--- config.mk ---
export PLATFORM = sky130hd
export DESIGN_NAME = qp_pattern_out
export DESIGN_NICKNAME = d
export VERILOG_FILES = /design/src/rtl/qp_pkg.sv /design/src/rtl/qp_wait_sync.sv /design/src/rtl/qp_phase_ctl.sv /design/src/rtl/qp_line_mux.sv /design/src/rtl/qp_sample_gen.sv /design/src/rtl/qp_pattern_out.sv
export SDC_FILE = /design/constraint.sdc
export NUM_CORES = 1
export LEC_CHECK = 0
export ABC_AREA = 1
export BUFFER_PORTS_ARGS = -buffer_cell sky130_fd_sc_hd__clkbuf_2
export CORE_MARGIN = 2
export CORE_UTILIZATION = 34
export CTS_CLUSTER_DIAMETER = 100
export CTS_CLUSTER_SIZE = 24
export DETAILED_ROUTE_END_ITERATION = 7
export HOLD_SLACK_MARGIN = 0.06
export PLACE_DENSITY = 0.58
export SYNTH_ARGS = -nofsm -noshare
export SYNTH_HDL_FRONTEND = slang
export SYNTH_SLANG_ARGS = --single-unit
--- constraint.sdc ---
create_clock -name clk -period 2.7 [get_ports clk]
set_input_delay 0.135 -clock clk [delete_from_list [all_inputs] [get_ports clk]]
set_output_delay 0.135 -clock clk [all_outputs]
set_load 0.005 [all_outputs]
--- src/rtl/qp_pkg.sv ---
package qp_pkg;
   localparam int QP_LINES  = 6;
   localparam int QP_WORD_W = 15;
   // field positions inside a control word
   localparam int F_L0_A   = 0;   // 2 bits, first half
   localparam int F_L0_B   = 2;   // 2 bits, second half
   localparam int F_PAIR0  = 4;   // line 1 pair; line n pair at F_PAIR0 + 2*(n-1)
   localparam int F_RD     = 14;
   localparam int L_WAIT   = 4;   // line that doubles as wait input
   localparam int F_SEL    = F_PAIR0 + 2*(L_WAIT-1);
   localparam int F_WEN    = F_SEL + 1;

   typedef logic [1:0] qphase_t;

   function automatic logic l0_level(input logic [1:0] code, input logic dflt);
      case (code)
         2'b10:   return 1'b0;
         2'b11:   return 1'b1;
         default: return dflt;   // 00 and reserved 01
      endcase
   endfunction
endpackage

--- src/rtl/qp_wait_sync.sv ---
module qp_wait_sync #(
   parameter int STAGES = 2
) (
   input  logic clk,
   input  logic rst_n,
   input  logic async_i,
   output logic sync_o
);
   if (STAGES < 2) begin : g_bad_stages
      $error("qp_wait_sync: STAGES must be at least 2");
   end

   logic [STAGES-1:0] chain_q;

   always_ff @(posedge clk or negedge rst_n) begin
      if (!rst_n) chain_q <= '0;
      else        chain_q <= {chain_q[STAGES-2:0], async_i};
   end

   assign sync_o = chain_q[STAGES-1];
endmodule

--- src/rtl/qp_phase_ctl.sv ---
module qp_phase_ctl
   import qp_pkg::*;
#(
   parameter int WORD_W = QP_WORD_W
) (
   input  logic              clk,
   input  logic              rst_n,
   input  logic              stall_i,
   input  logic [WORD_W-1:0] word_i,
   input  logic              word_valid_i,
   output logic              take_o,
   output logic              adv_o,
   output qphase_t           phase_o,
   output logic [WORD_W-1:0] cur_word_o,
   output logic              cur_vld_o,
   output logic              err_o
);
   if (WORD_W != QP_WORD_W) begin : g_bad_width
      $error("qp_phase_ctl: WORD_W must match the word layout");
   end

   qphase_t           phase_q;
   logic [WORD_W-1:0] cur_q;
   logic              vld_q;
   logic              err_q;
   logic              reserved_seen;

   assign adv_o  = !stall_i;
   assign take_o = word_valid_i && adv_o && (phase_q == 2'd3);

   assign reserved_seen = (word_i[F_L0_A +: 2] == 2'b01) ||
                          (word_i[F_L0_B +: 2] == 2'b01);

   always_ff @(posedge clk or negedge rst_n) begin
      if (!rst_n) begin
         phase_q <= 2'd0;
         cur_q   <= '0;
         vld_q   <= 1'b0;
         err_q   <= 1'b0;
      end else if (adv_o) begin
         phase_q <= phase_q + 2'd1;
         if (phase_q == 2'd3) begin
            vld_q <= word_valid_i;
            if (word_valid_i) cur_q <= word_i;
         end
         if (take_o && reserved_seen) err_q <= 1'b1;
      end
   end

   assign phase_o    = phase_q;
   assign cur_word_o = cur_q;
   assign cur_vld_o  = vld_q;
   assign err_o      = err_q;

   // a freeze holds the quarter phase
   a_r8_phase_frozen: assert property (@(posedge clk) disable iff (!rst_n)
      stall_i |=> $stable(phase_o));
   // consumption only at quarter phase 4
   a_r2_take_in_q4: assert property (@(posedge clk) disable iff (!rst_n)
      take_o |-> (phase_o == 2'd3));
   // error flag never clears
   a_r5_err_sticky: assert property (@(posedge clk) disable iff (!rst_n)
      err_o |=> err_o);
endmodule

--- src/rtl/qp_line_mux.sv ---
module qp_line_mux
   import qp_pkg::*;
#(
   parameter logic [QP_LINES-1:0] IDLE_LVL = 6'b100001
) (
   input  qphase_t               phase_i,
   input  logic [QP_WORD_W-1:0]  cur_word_i,
   input  logic                  cur_vld_i,
   input  logic                  wait_mode_i,
   input  logic                  l0_dflt_i,
   output logic [QP_LINES-1:0]   line_o,
   output logic [QP_LINES-1:0]   line_oe_o
);
   logic second_half;
   assign second_half = phase_i[1];

   logic [QP_LINES-1:0] act;

   always_comb begin
      act[0] = second_half ? l0_level(cur_word_i[F_L0_B +: 2], l0_dflt_i)
                           : l0_level(cur_word_i[F_L0_A +: 2], l0_dflt_i);
   end

   for (genvar n = 1; n < QP_LINES; n++) begin : g_line
      localparam int BA = F_PAIR0 + 2*(n-1);
      if (n == L_WAIT) begin : g_dual
         logic lvl;
         assign lvl = second_half ? cur_word_i[BA+1] : cur_word_i[BA];
         assign act[n]       = wait_mode_i ? 1'b0 : lvl;
         assign line_oe_o[n] = !wait_mode_i;
         assign line_o[n]    = wait_mode_i ? 1'b0 : (cur_vld_i ? act[n] : IDLE_LVL[n]);
      end else begin : g_plain
         assign act[n]       = second_half ? cur_word_i[BA+1] : cur_word_i[BA];
         assign line_oe_o[n] = 1'b1;
         assign line_o[n]    = cur_vld_i ? act[n] : IDLE_LVL[n];
      end
   end

   assign line_oe_o[0] = 1'b1;
   assign line_o[0]    = cur_vld_i ? act[0] : IDLE_LVL[0];
endmodule

--- src/rtl/qp_sample_gen.sv ---
module qp_sample_gen
   import qp_pkg::*;
(
   input  logic                 clk,
   input  logic                 rst_n,
   input  qphase_t              phase_i,
   input  logic                 adv_i,
   input  logic [QP_WORD_W-1:0] cur_word_i,
   input  logic                 cur_vld_i,
   input  logic                 wait_mode_i,
   output logic                 stb_o
);
   logic is_read, early_sel, hit_now, pend_set;
   logic pend_q, fired_q;

   assign is_read   = cur_vld_i && cur_word_i[F_RD];
   assign early_sel = wait_mode_i && cur_word_i[F_SEL];
   assign hit_now   = is_read && early_sel && (phase_i == 2'd2) && !fired_q;
   assign pend_set  = adv_i && (phase_i == 2'd3) && is_read && !early_sel;

   always_ff @(posedge clk or negedge rst_n) begin
      if (!rst_n) begin
         pend_q  <= 1'b0;
         fired_q <= 1'b0;
      end else begin
         pend_q <= pend_set;
         if (adv_i && phase_i == 2'd3) fired_q <= 1'b0;
         else if (hit_now)             fired_q <= 1'b1;
      end
   end

   assign stb_o = hit_now || (pend_q && phase_i == 2'd0);

   // strobe is a single clock wide
   a_r10_stb_single: assert property (@(posedge clk) disable iff (!rst_n)
      stb_o |=> !stb_o);
   // deferred strobe only in quarter phase 1
   a_r11_pend_q1: assert property (@(posedge clk) disable iff (!rst_n)
      (stb_o && !early_sel) |-> (phase_i == 2'd0));
endmodule

--- src/rtl/qp_pattern_out.sv ---
module qp_pattern_out
   import qp_pkg::*;
#(
   parameter int                  SYNC_STAGES = 2,
   parameter logic [QP_LINES-1:0] IDLE_LVL    = 6'b100001
) (
   input  logic                 clk,
   input  logic                 rst_n,
   input  logic [QP_WORD_W-1:0] word_i,
   input  logic                 word_valid_i,
   output logic                 word_take_o,
   input  logic                 wait_mode_i,
   input  logic                 l0_dflt_i,
   input  logic                 wait_pad_i,
   output logic [QP_LINES-1:0]  line_o,
   output logic [QP_LINES-1:0]  line_oe_o,
   output logic                 sample_stb_o,
   output logic                 cfg_err_o
);
   logic                 wait_s;
   logic                 stall;
   logic                 adv;
   qphase_t              phase;
   logic [QP_WORD_W-1:0] cur_word;
   logic                 cur_vld;

   qp_wait_sync #(.STAGES(SYNC_STAGES)) u_sync (
      .clk(clk), .rst_n(rst_n), .async_i(wait_pad_i), .sync_o(wait_s));

   assign stall = wait_mode_i && cur_vld && cur_word[F_WEN] && wait_s;

   qp_phase_ctl #(.WORD_W(QP_WORD_W)) u_ctl (
      .clk(clk), .rst_n(rst_n), .stall_i(stall),
      .word_i(word_i), .word_valid_i(word_valid_i),
      .take_o(word_take_o), .adv_o(adv), .phase_o(phase),
      .cur_word_o(cur_word), .cur_vld_o(cur_vld), .err_o(cfg_err_o));

   qp_line_mux #(.IDLE_LVL(IDLE_LVL)) u_mux (
      .phase_i(phase), .cur_word_i(cur_word), .cur_vld_i(cur_vld),
      .wait_mode_i(wait_mode_i), .l0_dflt_i(l0_dflt_i),
      .line_o(line_o), .line_oe_o(line_oe_o));

   qp_sample_gen u_smp (
      .clk(clk), .rst_n(rst_n), .phase_i(phase), .adv_i(adv),
      .cur_word_i(cur_word), .cur_vld_i(cur_vld), .wait_mode_i(wait_mode_i),
      .stb_o(sample_stb_o));

   // frozen output levels hold while configuration is steady
   a_r8_lines_frozen: assert property (@(posedge clk) disable iff (!rst_n)
      stall |=> ($stable(line_o) || !$stable(wait_mode_i) || !$stable(l0_dflt_i)));
   // no word consumed during a freeze
   a_r8_no_take_frozen: assert property (@(posedge clk) disable iff (!rst_n)
      stall |-> !word_take_o);
endmodule

[Word-level counts from Yosys, hierarchy flattened]
Cells that the tools add are included.
Operators by class
  bitwise operators: 1
  divide/modulo/power cells: 0
  equal/unequal tests: 8
  add/sub/neg operators: 1
  multiplexer cells: 17
  shifts and indexed selects: 0
  $lt $le $gt $ge: 0
  reduce and logical (&&, ||, !) cells: 26
  multipliers: 0
Operators by type and width (count)
  $logic_and 1x1->1: 15
  $mux 1: 15
  $eq 2x2->1 const B: 6
  $eq 2x1->1 const B: 2
  $logic_not 1->1: 4
  $pmux 1 s2: 2
  $reduce_and 2->1: 2
  $reduce_and 3->1: 1
  $add 2x1->2 const B: 1
  $logic_not 2->1: 1
  $logic_or 1x1->1: 2
  $reduce_bool 2->1: 1
  $not 1->1: 1
Storage, ports and cells
  bits in writable memories: 0
  register bits after elaboration: 23
  latch bits: 0
  output and inout bits: 15
  word-level logic and storage cells: 60
  input bits: 21
  ROM bits: 0
  memories: 0

[Longest topological paths before layout]
Gate-level depths: netlist (run 1).
  word-level depth: 8
  gate-level depth with buffers: 7

[Modules after synthesis]
From an unflattened synthesis (run 1), not the netlist that was laid out.
Second synthesis, totals
  cells, all modules: 139
  area, all modules: 1099.8 µm²
By module, submodules not included
  qp_phase_ctl: area each 764.5 µm², instances 1, cells each 84
  qp_line_mux: area each 160.2 µm², instances 1, cells each 34
  qp_sample_gen: area each 113.9 µm², instances 1, cells each 16
  qp_wait_sync: area each 50.0 µm², instances 1, cells each 2
  qp_pattern_out: area each 11.3 µm², instances 1, cells each 3

[Worst setup path after synthesis (run 1)]
Ideal clock, no wire load.
  kind: register to register
  start: reg u_ctl.phase_q[1] (netlist: u_ctl.phase_o[1])
  end: reg u_ctl.cur_q[10] (netlist: u_ctl.cur_word_o[10])
  slack: 1.403 ns
  path buffers: 2
  cell stages (with the launch flop): 6
  arrival time: 1.231 ns
  setup time: 0.066 ns
  path through: dfrtp_1 ha_1 buf_2 buf_1 nand4_1 nand2_1
Between the ends
  word-level cells in the longest chain between the ends: 2
RTL lines
  start, declared: line qp_phase_ctl.sv:22  | qphase_t phase_q;
  start signal, assigned: line qp_phase_ctl.sv:41  | phase_q <= phase_q + 2'd1;
  $eq 2x2->1: line qp_phase_ctl.sv:42  | if (phase_q == 2'd3) begin
  $reduce_and 3->1 (no source line)
  end signal, assigned: line qp_phase_ctl.sv:44  | if (word_valid_i) cur_q <= word_i;
  end, declared: line qp_phase_ctl.sv:23  | logic [WORD_W-1:0] cur_q;
Every way passes these cells.
A chain may end at the register's enable or synchronous reset.

[Final worst setup path (run 1)]
  start: reg u_ctl.phase_q[1] (netlist: u_ctl.phase_o[1])
  end: out word_take_o
Between the ends
  word-level cells in the longest chain between the ends: 2
RTL lines
  $eq 2x2->1: line qp_phase_ctl.sv:29  | assign take_o = word_valid_i && adv_o && (phase_q == 2'd3);
  $logic_and 1x1->1: line qp_phase_ctl.sv:29
  end, declared: line qp_pattern_out.sv:11  | output logic word_take_o,
Every way passes these cells.

==> metrics.md, run 1 <==
| Metric | Value |
|---|---|
| Yosys reg bits | `23` |
| Relative slew slack | `0.556` |
| Quantity of I/O buffers inserted on ports | `30` |
| Number of diodes | `0` |
| Grt met3 use | `0.0216` |
| Global route overflow | `0` |
| DIE AREA | `3910 um^2` |
| Hold Crit Class | `in2reg` |
| Synth Cell Area | `1160 um^2` |
| Most common cell after layout, fill and taps aside | `nand2_1` |
| Share of cells above drive strength 1 | `0.204` |
| Area after DPL | `1310 um^2` |
| Die X | `62.5 um` |
| Final cell count without fillers | `227` |
| CTS tree | `yes` |
| Mean post-synth cell area | `8.26 um^2` |
| Die Ht | `62.5 um` |
| Part of the power in combinational logic | `0.401` |
| Remaining routing DRC violations | `0` |
| Post-cts sizing count | `0` |
| Sequential fraction of the synthesis area | `0.494` |
| Crit-path max FO | `17` |
| Crit. End Element | `output port` |
| Post-CTS setup-driven buffer insertion count | `0` |
| Gp weighted congestion | `0.768` |
| Clk_lat worst skew | `0.31 ns` |
| Critical Path RT | `2.57 ns` |
| GR Util met1 | `0.193` |
| Reg power frac | `0.466` |
| Vias in the first global route | `1055` |
| Leak | `0.798 nW` |
| WP data arrival | `2.03 ns` |
| Kind of critical path | `reg2out` |
| Initial Utilization | `0.352` |
| Period utilization | `0.802` |
| Pint | `734 uW` |
| GRT Total Usage | `0.153` |
| Setup TNS | `0 ns` |
| Fin crit period | `2.16 ns` |
| Fill cells | `351` |
| Final hold vios | `0` |
| Max clock buf depth | `2` |
| Htree depth | `1` |
| FF/Latch Area | `576 um^2` |
| Dpl cells | `210` |
| # clock sinks | `23` |
| Clock power frac | `0.133` |
| Wire per inst | `12.3 um` |
| Multi-input logic area | `479 um^2` |
| Most frequent cells in the layout | `nand2_1 (45), clkbuf_2 (30), dfrtp_1 (23)` |
| Finished layout cell area | `1470 um^2` |
| Post-Synthesis Cells | `141` |
| Max Cap Violations | `0` |
| Clk slew on worst S/H paths | `0.13 ns` |
| CTS root buffer | `clkbuf_4` |
| Post-CTS Hold Buffers | `13` |
| DRT Wirelength | `2790 um` |
| Met2 Use GR | `0.253` |
| Final clock skew | `0.00366 ns` |
| YS warnings | `0` |
| Setup violators final | `0` |
| Distinct cells, synth | `21` |
| Top Ports | `36` |
| Vias after detailed routing | `1058` |
| Maximum vdd ir drop | `0.287 mV` |
| P_sw | `527 uW` |
| ANT nets after route | `0` |
| Sw Share | `0.418` |
| DR iter-0 viols | `55` |
| Initial antenna violation count | `0` |
| DRT Pass-1 Iters | `4` |
| PwrDens | `859 nW/um^2` |
| Largest net degree at the start of global routing | `24` |
| RSZ-0062 raised after global routing | `false` |
| R2R setup slack | `0.91 ns` |
| CP startpoint kind | `register` |
| First-pass GRT wire length | `4710 um` |
| Hold WS | `0.0689 ns` |
| Slew @ Worst Pin | `0.666 ns` |
| Core Area | `3310 um^2` |
| Nets@finish | `206` |
| Layout Area Growth over Synthesis | `26.0%` |
| Most Used Layer, Global Route | `met2` |
| Peak Freq | `462 MHz` |
| Fin. max-slew vios | `0` |
| Outcome | `completed` |
| Vias/cell | `4.66` |
| Core Rows | `21` |
| TritonCTS Buffers | `3` |
| DP HPWL | `1910 um` |
| PnR Total Power | `1.26 mW` |
[power by group through the flow]
stage	logic, mW	registers, mW	clock network [mW]
final	0.506	0.588	0.167
after global routing	0.588	0.605	0.182
after CTS	0.511	0.587	0.171
after detailed placement	0.495	0.595	0
after global placement	0.484	0.593	0
after floorplan	0.366	0.562	0
[Yosys cell counts]
| cell type | number | area (um^2) |
|---|---|---|
| nand2_1 | 45 | 169 |
| dfrtp_1 | 23 | 576 |
| nand4_1 | 15 | 93.8 |
| nor2_1 | 12 | 45.0 |
| inv_1 | 11 | 41.3 |
| o21ai_0 | 9 | 45.0 |
| buf_4 | 5 | 37.5 |
| buf_2 | 4 | 20.0 |
| ha_1 | 3 | 37.5 |
| nand3_1 | 3 | 15.0 |
| a21oi_1 | 1 | 5.00 |
| buf_1 | 1 | 3.75 |
| buf_8 | 1 | 15.0 |
| clkinv_1 | 1 | 3.75 |
| conb_1 | 1 | 3.75 |
| inv_2 | 1 | 3.75 |
| nand2_2 | 1 | 6.26 |
| nand2_4 | 1 | 11.3 |
| nand3_4 | 1 | 17.5 |
| nor4_1 | 1 | 6.26 |
| xor2_1 | 1 | 8.76 |
[stage by stage]
stage                      util  setup WS, ns
after floorplan               -          1.40
after global placement    0.396         0.964
after detailed placement  0.396         0.907
after CTS                 0.443         0.540
after global routing      0.443         0.386
final                     0.443         0.536
[routing by layer]
| metal | share of wire | vias to the layer above | routed length, um |
|---|---|---|---|
| met5 | 0 | - | 0 |
| met4 | 0.015 | 0 | 42 |
| met3 | 0.047 | 2 | 131 |
| met2 | 0.49 | 36 | 1360 |
| met1 | 0.45 | 495 | 1260 |
| li1 | - | 525 | - |
[state kept, by name, indices dropped and copies added, names as in the netlist]
| name | cells |
|---|---|
| u_ctl.cur_word_o | 15 |
| u_ctl.phase_o | 2 |
| u_sync.chain_q | 2 |
| u_ctl.cur_vld_o | 1 |
| u_ctl.err_o | 1 |
| u_smp.fired_q | 1 |
| u_smp.pend_q | 1 |
[kinds of logic after synthesis]
logic type	Yosys count	synth area share
DFF	23	0.494
adders and majority gates	3	0.0322
AOI/OAI and AO/OA	10	0.0430
other	1	0.00322
xor gates and xnor gates	1	0.00752
and+or+nand+nor	79	0.313
buffers and inverters	24	0.107
[worst max-delay path, stage by stage, from the launching register on]
cell      delay, ns
dfrtp_1        0.53
ha_1           0.65
nand3_4        0.31
inv_1          0.11
clkbuf_2       0.11
[path summary, 6_finish.rpt]
path	from	to	depth (start not counted)
worst max-delay path	u_ctl.phase_o[1]	word_take_o	4
worst min-delay path	word_i[2]	u_ctl.cur_word_o[2]	3
worst max register to register	u_ctl.phase_o[1]	u_ctl.cur_word_o[9]	4
worst min register to register	u_sync.chain_q[0]	u_sync.chain_q[1]	0
max in group asynchronous	rst_n	u_smp.pend_q	2
min in group asynchronous	rst_n	u_ctl.cur_word_o[0]	2
[cell type report]
| class | instances | area share |
|---|---|---|
| flip-flops and latches | 23 | 0.392 |
| well taps | 46 | 0.0392 |
| clock buffers | 4 | 0.0179 |
| repair buffers | 43 | 0.191 |
| inverters | 13 | 0.0332 |
| multi-input cells | 98 | 0.327 |
No activity file was read; power rests on OpenSTA's default activity.
==> inputs of run 2 (changes only) <==
- clock period: 2.7 -> 2 ns (I/O delays scaled with it)
==> run 2 against run 1 <==
  * Sequential share of layout area fell by 1.3 points
  * Setup slack lost 0.31 ns
  * Clock-buffer cell count unchanged
  * Die area did not move
  * Flip-flop and latch count is the same
  * First-iteration DRC count decreased by 24%
  * Via count is essentially flat
  * Critical path depth unchanged
  * Hold slack better by 0.032 ns
  * Sequential power is 35% higher
  * Critical path type unchanged
  * Critical endpoint unchanged
  * Largest power group unchanged
==> metrics.md, run 2 (synthesis results as in run 1) <==
| Metric | Value |
|---|---|
| Fin worst setup slack | `0.224 ns` |
| Pint | `1.01 mW` |
| Period utilization | `0.888` |
| Slew @ Worst Pin | `0.567 ns` |
| Kind of critical path | `reg2out` |
| Max Cap Violations | `0` |
| Min-Delay Path Depth | `4` |
| Die Ht | `62.5 um` |
| Die X | `62.5 um` |
| Relative slew slack | `0.622` |
| Layout Area Growth over Synthesis | `30.3%` |
| Hold WS | `0.101 ns` |
| Clk_lat worst skew | `0.31 ns` |
| Core Rows | `21` |
| DRT Wirelength | `2670 um` |
| Nets@finish | `211` |
| Most common cell after layout, fill and taps aside | `nand2_1` |
| Max clock buf depth | `2` |
| Clk slew on worst S/H paths | `0.12 ns` |
| P_sw | `697 uW` |
| Hold path startpoint | `wait_mode_i` |
| Vias after detailed routing | `1057` |
| Reg2reg start | `u_ctl.phase_o[1]` |
| Outcome | `completed` |
| Hold Crit Class | `in2reg` |
| CTS root buffer | `clkbuf_4` |
| Htree depth | `1` |
| Dpl ws | `0.471 ns` |
| Reg power frac | `0.466` |
| GRT Total Usage | `0.149` |
| Leak | `0.819 nW` |
| Crit-path max FO | `17` |
| Most frequent cells in the layout | `nand2_1 (45), clkbuf_2 (30), dfrtp_1 (23)` |
| ANT nets after route | `0` |
| DP HPWL | `1860 um` |
| Critical Path RT | `1.90 ns` |
| First-pass GRT wire length | `4650 um` |
| Core Area | `3310 um^2` |
| Part of the power in combinational logic | `0.410` |
| Global route overflow | `0` |
| PwrDens | `1130 nW/um^2` |
| Initial Utilization | `0.352` |
| Initial antenna violation count | `0` |
| Area after DPL | `1320 um^2` |
| # clock sinks | `23` |
| Gp weighted congestion | `0.809` |
| Remaining routing DRC violations | `0` |
| Final clock skew | `0.00424 ns` |
| WP data arrival | `1.68 ns` |
| Number of diodes | `0` |
| DIE AREA | `3910 um^2` |
| DRT Pass-1 Iters | `4` |
| Fin. max-slew vios | `0` |
| Maximum vdd ir drop | `0.369 mV` |
| RSZ-0062 raised after global routing | `false` |
| Quantity of I/O buffers inserted on ports | `30` |
| Finished layout cell area | `1520 um^2` |
| Top Ports | `36` |
| Final hold vios | `0` |
| Vias in the first global route | `1063` |
| Fill cells | `353` |
| Peak Freq | `563 MHz` |
| CP startpoint kind | `register` |
| Share of cells above drive strength 1 | `0.210` |
| R2R cell count | `4` |
| CTS tree | `yes` |
| Post-CTS setup-driven buffer insertion count | `0` |
| Flip-flop count of the largest register after layout | `15` |
| FF-to-FF End | `u_ctl.phase_o[1]` |
| TritonCTS Buffers | `3` |
| Crit. End Element | `output port` |
| Vias/cell | `4.56` |
| Sw Share | `0.407` |
| Min-Delay Endpoint | `u_smp.pend_q` |
| Wire per inst | `11.5 um` |
| DR iter-0 viols | `42` |
| R2R setup slack | `0.57 ns` |
| Clock power frac | `0.125` |
| Setup violators final | `0` |
| PnR Total Power | `1.71 mW` |
| Fin crit period | `1.78 ns` |
| Setup TNS | `0 ns` |
| Largest net degree at the start of global routing | `24` |
[run 2: cell count changes in the layout (fill, tap and decap cells not counted), sizes merged]
cell         change
dlygate4sd3      +4
buf              +1
[run 2: routing by layer]
metal | share of wire | up-vias | track usage
met2 | 0.50 | 37 | 0.263
met4 | 0.015 | 0 | 0.0806
li1 | - | 533 | -
met5 | 0 | - | 0
met1 | 0.44 | 483 | 0.176
met3 | 0.045 | 4 | 0.0162
[run 2: power groups by stage]
stage / Combinational, mW / Sequential (mW) / Clock (mW)
floorplan: 0.494 / 0.759 / 0
global placement: 0.670 / 0.795 / 0
detailed placement: 0.671 / 0.805 / 0
CTS: 0.701 / 0.793 / 0.229
global route: 0.808 / 0.821 / 0.247
finish: 0.701 / 0.796 / 0.213
[run 2: stage by stage]
step,cells,utilization
finish,232,0.458
global route,232,0.458
CTS,232,0.458
detailed placement,211,0.398
global placement,211,0.398
floorplan,145,-
[run 2: worst max-delay path, cell delays in order (launching register included)]
cell and delay (ns):
dfrtp_1 0.54, ha_2 0.38, nand3_4 0.23, inv_1 0.11, clkbuf_2 0.11
[run 2: worst max path at each step]
stage	endpoint	cells after the start	startpoint	slack, ns
2_1_floorplan	u_ctl.cur_word_o[10]	5	u_ctl.phase_o[1]	0.70
3_3_place_gp	word_take_o	4	u_ctl.phase_o[1]	0.51
3_5_place_dp	word_take_o	4	u_ctl.phase_o[1]	0.47
4_1_cts	word_take_o	4	u_ctl.phase_o[1]	0.11
5_1_grt	word_take_o	4	u_ctl.phase_o[1]	0.10
6_report	word_take_o	4	u_ctl.phase_o[1]	0.22
[run 2: layout make-up]
cell class	count	area, um^2	area share
Timing Repair Buffer	48	328	0.216
Sequential cell	23	576	0.379
Inverter	13	48.8	0.0322
Multi-Input combinational cell	98	482	0.317
Tap cell	46	57.6	0.0379
Clock buffer	4	26.3	0.0173
[run 2: repair_timing]
item | 4_1_cts | 5_1_grt
hold buffers | 17 | 0
resized for setup | 0 | 1
setup endpoints to repair | 0 | 1
endpoints found under the hold margin | 39 | 0
